===== config.mk =====
export PLATFORM = sky130hd
export DESIGN_NAME = vga_raster_gen
export DESIGN_NICKNAME = d
export VERILOG_FILES = /design/src/rtl/vga_raster_pkg.sv /design/src/rtl/vga_axis_cnt.sv /design/src/rtl/vga_raster_gen.sv
export SDC_FILE = /design/constraint.sdc
export NUM_CORES = 1
export LEC_CHECK = 0
export BUFFER_PORTS_ARGS = -buffer_cell sky130_fd_sc_hd__buf_2
export CAP_MARGIN = 10
export CORE_MARGIN = 2
export CORE_UTILIZATION = 55
export DETAILED_ROUTE_END_ITERATION = 8
export PLACE_DENSITY = 0.83
export REMOVE_ABC_BUFFERS = 1
export SYNTH_ARGS = -nofsm -noshare
export SYNTH_HDL_FRONTEND = slang
export SYNTH_SLANG_ARGS = --single-unit

===== constraint.sdc =====
create_clock -name clk -period 2.8 [get_ports clk]
set_input_delay 0.28 -clock clk [delete_from_list [all_inputs] [get_ports clk]]
set_output_delay 0.28 -clock clk [all_outputs]
set_load 0.1 [all_outputs]

===== src/rtl/vga_raster_pkg.sv =====
package vga_raster_pkg;

  localparam int POS_W = 10;

  // One scan axis: sync, back porch, visible span, front porch (in ticks)
  typedef struct packed {
    int unsigned sync;
    int unsigned bp;
    int unsigned act;
    int unsigned fp;
  } axis_t;

  function automatic axis_t h_axis(input int mode);
    axis_t a;
    if (mode == 0) a = '{sync: 20, bp: 107, act: 128, fp: 45};
    else           a = '{sync: 96, bp: 48,  act: 640, fp: 16};
    return a;
  endfunction

  function automatic axis_t v_axis(input int mode);
    axis_t a;
    if (mode == 0) a = '{sync: 3, bp: 162, act: 255, fp: 136};
    else           a = '{sync: 2, bp: 33,  act: 480, fp: 10};
    return a;
  endfunction

  function automatic int unsigned axis_total(input axis_t a);
    return a.sync + a.bp + a.act + a.fp;
  endfunction

endpackage


===== src/rtl/vga_axis_cnt.sv =====
module vga_axis_cnt #(
  parameter int SYNC  = 20,
  parameter int BP    = 107,
  parameter int ACT   = 128,
  parameter int FP    = 45,
  parameter int POS_W = 10
) (
  input  logic             clk,
  input  logic             rst,
  input  logic             step,
  output logic             sync_n,
  output logic             active,
  output logic             last,
  output logic [POS_W-1:0] pos
);
  localparam int TOT    = SYNC + BP + ACT + FP;
  localparam int CW     = $clog2(TOT);
  localparam int ACT_LO = SYNC + BP;
  localparam int ACT_HI = ACT_LO + ACT;

  localparam logic [CW-1:0] LAST_V = CW'(TOT - 1);
  localparam logic [CW-1:0] SYNC_V = CW'(SYNC);
  localparam logic [CW-1:0] LO_V   = CW'(ACT_LO);
  localparam logic [CW-1:0] HI_V   = CW'(ACT_HI);

  logic [CW-1:0] cnt;
  logic [CW-1:0] off;

  always_ff @(posedge clk) begin
    if (rst)       cnt <= '0;
    else if (step) cnt <= last ? '0 : cnt + 1'b1;
  end

  assign last   = (cnt == LAST_V);
  assign sync_n = (cnt >= SYNC_V);
  assign active = (cnt >= LO_V) && (cnt < HI_V);
  assign off    = cnt - LO_V;
  assign pos    = active ? POS_W'(off) : '0;

endmodule


===== src/rtl/vga_raster_gen.sv =====
module vga_raster_gen
  import vga_raster_pkg::*;
#(
  parameter int MODE = 0
) (
  input  logic             clk,
  input  logic             rst,
  output logic             hsync_n,
  output logic             vsync_n,
  output logic             bright,
  output logic [POS_W-1:0] hpos,
  output logic [POS_W-1:0] vpos
);
  localparam axis_t HA = h_axis(MODE);
  localparam axis_t VA = v_axis(MODE);

  logic             h_act, v_act, h_last, v_last;
  logic [POS_W-1:0] h_pos, v_pos;

  vga_axis_cnt #(
    .SYNC(HA.sync), .BP(HA.bp), .ACT(HA.act), .FP(HA.fp), .POS_W(POS_W)
  ) u_h (
    .clk(clk), .rst(rst), .step(1'b1),
    .sync_n(hsync_n), .active(h_act), .last(h_last), .pos(h_pos)
  );

  vga_axis_cnt #(
    .SYNC(VA.sync), .BP(VA.bp), .ACT(VA.act), .FP(VA.fp), .POS_W(POS_W)
  ) u_v (
    .clk(clk), .rst(rst), .step(h_last),
    .sync_n(vsync_n), .active(v_act), .last(v_last), .pos(v_pos)
  );

  logic unused_v_last;
  assign unused_v_last = v_last;

  assign bright = h_act & v_act;
  assign hpos   = bright ? h_pos : '0;
  assign vpos   = bright ? v_pos : '0;

endmodule


---- Word level (Yosys, flattened, before mapping) ----
Index checks and enable logic that the tools add are counted.
word-level totals
  flip-flop bits (word level) ............. 19
  input port bits ......................... 2
  word-level logic and storage cells ...... 23
cells by class
  add/subtract/negate cells ............... 4
  order comparisons ....................... 6
  equal/unequal tests ..................... 2
  mux-type cells .......................... 5
  bitwise operators ....................... 1
  reductions and logical operators ........ 3
operators with widths
  cell                                                                 number
  two-way mux 10 bit                                                   4
  adder 10 x 1 -> 10 bit (second input constant)                       1
  equality test 10 bit (second input constant)                         1
  greater-or-equal comparator 10 x 2 -> 1 bit (second input constant)  1
  greater-or-equal comparator 10 x 8 -> 1 bit (second input constant)  1
  < comparator 10 x 9 -> 1 bit (second input constant)                 1
  subtractor 10 x 8 -> 10 bit (second input constant)                  1
  adder 9 x 1 -> 9 bit (second input constant)                         1
  equality test 9 bit (second input constant)                          1
  greater-or-equal comparator 9 x 5 -> 1 bit (second input constant)   1
  greater-or-equal comparator 9 x 7 -> 1 bit (second input constant)   1
  < comparator 9 x 8 -> 1 bit (second input constant)                  1
  two-way mux 9 bit                                                    1
  subtractor 9 x 7 -> 9 bit (second input constant)                    1
  logical AND 1 bit                                                    2
  OR reduction 2 bit                                                   1
  AND 1 bit                                                            1

---- Logic depth before layout (Yosys ltp) ----
  word-level depth ........................ 4
  mapped depth ............................ 8
  gate-level depth less buffers ........... 7

---- By module ----
Synthesis repeated with hierarchy kept, for this count alone.
second synthesis, totals
  cells, all modules ...................... 224
  area, all modules ....................... 1659.1 sq um
by module, submodules not included
  module              instances  cells an instance  area each (sq um)
  vga_axis_cnt (u_v)  1          104                777.0
  vga_axis_cnt (u_h)  1          94                 713.2
  vga_raster_gen      1          26                 168.9

---- Worst setup path after synthesis ----
Ideal clock, no wire load.
  kind .................................... register to output
  from .................................... register u_h.cnt[0]
  to ...................................... output vpos[7]
  arrival ................................. 3376 ps
  required time ........................... 2520 ps
  slack ................................... -856 ps
  cell stages (with the launch flop) ...... 6
  buffers on the path ..................... 0
  cells stage by stage .................... dfxtp_1 ha_1 nand4_1 a311oi_2 o211ai_2 nor3_1
between the ends
  longest elaborated chain between the ends .. 4
  elaborated cells on any way between the ends .. 5
  classes of those cells .................. order compare: 2; mux: 1; bitwise: 1; reduce/logical: 1
RTL lines
  what                                                                                              RTL line              RTL
  from (decl)                                                                                       vga_axis_cnt.sv:26    logic [CW-1:0] cnt;
  from (signal assigned)                                                                            vga_axis_cnt.sv:31    else if (step) cnt <= last ? '0 : cnt + 1'b1;
  greater-or-equal comparator 9 x 7 -> 1 bit / < comparator 9 x 8 -> 1 bit (equally long branches)  vga_axis_cnt.sv:36    assign active = (cnt >= LO_V) && (cnt < HI_V);
  logical AND 1 bit *                                                                               vga_axis_cnt.sv:36
  AND 1 bit *                                                                                       vga_raster_gen.sv:37  assign bright = h_act & v_act;
  two-way mux 10 bit *                                                                              vga_raster_gen.sv:39  assign vpos = bright ? v_pos : '0;
  to (decl)                                                                                         vga_raster_gen.sv:12  output logic [POS_W-1:0] vpos
Every way passes the cells marked *; elsewhere a longest branch is shown, timed or not.

---- Final worst setup path ----
  from .................................... register u_h.cnt[2]
  to ...................................... output vpos[7]
The elaborated chain is that of the path after synthesis.

==> results by group <==
Status
  • Outcome: complete, no violations

Critical path
  • Worst path slowest cell: dfxtp_1
  • CP Capture Type: output pin
  • Required time of the critical path: 2520 ps
  • Worst R2R Setup Slack: 1170 ps
  • Crit-path cells: nand3_1 > or2_2 > a311oi_2 > o211ai_4 > nor3_1 > buf_6
  • Crit path largest cell delay: 490 ps
  • Worst path arrival time: 2420 ps
  • Critical path class: flip-flop to output pin
  • Crit-path max FO: 15
  • Kind of start point of the critical path: flip-flop

CTS
  • H-tree Lvls: 1
  • Clock root cell: clkbuf_4
  • Clk_lat worst skew: 300 ps
  • CTS tree: yes
  • Post-CTS Setup Bufs: 0
  • Clock Path Buffers: 2
  • Cts hold-fix bufs: 0
  • Worst-path clk slew: 110 ps
  • # clock sinks: 19
  • Num CTS Buffers: 3

Routing
  • Wirelength per Cell: 13.0 um
  • First DRT Iteration DRCs: 27
  • Routed Wire Length: 2780 um
  • Vias per inst: 5.56
  • Routed Antenna Nets: 0
  • Residual DRC: 0
  • Router iterations before antenna repair: 4
  • Via count: 1,190

Power and ir drop
  • Clock power frac: 0.319
  • Sequential power share: 0.633
  • Switch share: 0.245
  • VDD IR-drop max: 0.349 mV
  • Tot Pwr: 0.441 mW
  • Switching power: 0.108 mW
  • Comb pwr share: 0.048
  • Int Power: 0.333 mW
  • Leakage: 0.587 nW
  • Power Density: 305 mW/mm^2

STA
  • Final setup vio count: 0
  • Final clock skew: 2.87 ps
  • Post-layout minimum cycle time: 2700 ps
  • Max Slew Vio Count: 0
  • FMAX: 370 MHz
  • Final worst path period share: 0.966
  • Final Worst Setup Slack: 96.2 ps
  • Final Hold Fails: 0

Yosys
  • Gate count of the mapped netlist: 170
  • Mapped Area: 0.00125 sq mm
  • Register bit total from synthesis: 19
  • Synthesis warning total: 0
  • Sequential fraction of the synthesis area: 0.305
  • Number of library cell types mapped by synthesis: 33
  • Avg Cell Area, Syn: 7.35 sq um

Floorplanning
  • Die span in x: 51.7 um
  • Row count: 17
  • Die height: 51.7 um
  • Die area: 0.00267 sq mm
  • Starting density of the core: 0.576
  • IO Count: 25
  • Core area: 0.00217 sq mm

Global route
  • Gr usage total: 0.224
  • Vias in the first global route: 1,040
  • First-pass GRT wire length: 4400 um
  • Initial antenna violation count: 0
  • Largest net degree at the start of global routing: 16
  • Gr ovfl total: 0

Layout
  • Diodes inserted: 0
  • Nets: 194
  • Share of cells above drive strength 1: 0.183
  • Layout area overhead: 16.0%
  • FILL cells: 220
  • Most frequent cells in the layout: nor2_1, dfxtp_1, nand3_1, xor2_1, clkbuf_4
  • Commonest non-fill, non-tap cell in the layout: nor2_1

Place
  • Dpl ws: 262 ps
  • Input/output buffers: 23
  • RD Place Congestion: 0.872
  • DP HPWL: 2060 um

Run
  • MaxCap Viol Count: 0

Worst hold path
  • Hold WC Path Type: primary input to flip-flop
synth_stat cells:
cell type  instances  share of area
and4_1             1         0.0070
a21o_1             1         0.0060
o21ai_0            5          0.020
a211oi_1           1         0.0060
nand2b_1           3          0.015
or2_2              2          0.010
nor3_1             5          0.020
clkbuf_2           2         0.0080
and3_1             2          0.010
o211ai_2           1          0.010
nor3b_1            1         0.0060
xnor2_1           10          0.070
xor2_1            12          0.084
a21boi_0           1         0.0060
nor2_1            42           0.13
buf_4              1         0.0060
a311oi_2           1          0.012
nand4bb_1          1         0.0090
nand3_1           12          0.048
dfxtp_1           19           0.30
nand2_1            5          0.015
a21oi_1            6          0.024
o21ai_1            1         0.0040
conb_1             1         0.0030
nor4_2             1          0.010
buf_2              2         0.0080
ha_1               5          0.050
or3_1              2          0.010
nor4bb_1           1         0.0080
nor4_1             2          0.010
nand4_1            5          0.025
inv_1              9          0.027
clkbuf_1           7          0.021
metrics by stage:
stage	hold WS [ps]	TNS, ps	utilization	instances	instance area, sq um
final	181	0	0.668	214	1450
after global placement	468	0	0.623	210	1350
after detailed placement	478	0	0.623	210	1350
after floorplan	349	-5110	-	158	1190
after global routing	184	-111	0.668	214	1450
after CTS	172	0	0.646	214	1400
cell type report:
type                    count  area, sq um  share of cell area
clock buffers               3         22.5              0.0155
inverters                   9         33.8              0.0233
well taps                  28         35.0              0.0242
repair buffers             24          181               0.125
multi-input cells         130          790               0.545
clock inverters             1         5.00             0.00345
flip-flops and latches     19          382               0.263
path summary, 6_finish.rpt:
kind / cells past startpoint / startpoint / end
max reg2reg: 7 / u_h.cnt[1] / u_v.cnt[9]
min: 2 / rst / u_h.cnt[4]
max: 6 / u_h.cnt[2] / vpos[7]
min reg2reg: 1 / u_h.cnt[0] / u_h.cnt[0]
per-layer routing:
layer | track usage | wire [um]
met5 | 0 | 0
met4 | 0.162 | 83
met3 | 0.0345 | 173
met2 | 0.376 | 1410
met1 | 0.257 | 1110
worst max-delay path, delay by kind of cell (launching register included):
family                 cells  cell delay (ps)
AND/OR/NAND/NOR            3              750
buffers and inverters      1              260
AO/OA/AOI/OAI              2              620
flip-flops                 1              490
power by group through the flow:
stage               sequential (mW)  clock [mW]  combinational, mW
finish                        0.279       0.141             0.0213
global route                  0.280       0.161             0.0241
CTS                           0.279       0.149             0.0215
detailed placement            0.285           0             0.0214
global placement              0.285           0             0.0207
floorplan                     0.284           0             0.0171
registers in the layout, indices dropped and copies added, names as in the netlist:
| name | count |
|---|---|
| u_v.cnt | 10 |
| u_h.cnt | 9 |
kinds of logic (layout without fill, tap and decap cells):
family,Yosys count,in the layout,share of synthesized area
buf+inv,21,37,0.0701
compound gates,17,17,0.0882
simple gates,85,85,0.330
other cells,1,1,0.00300
flops,19,19,0.305
xor+xnor,22,22,0.154
fa+ha+maj,5,5,0.0501
repair_timing:
action / CTS / global route
gates resized for setup: 9 / 17
setup endpoints to repair: 9 / 20
pin swaps: 0 / 1
Power figures use the tool's default switching activity.
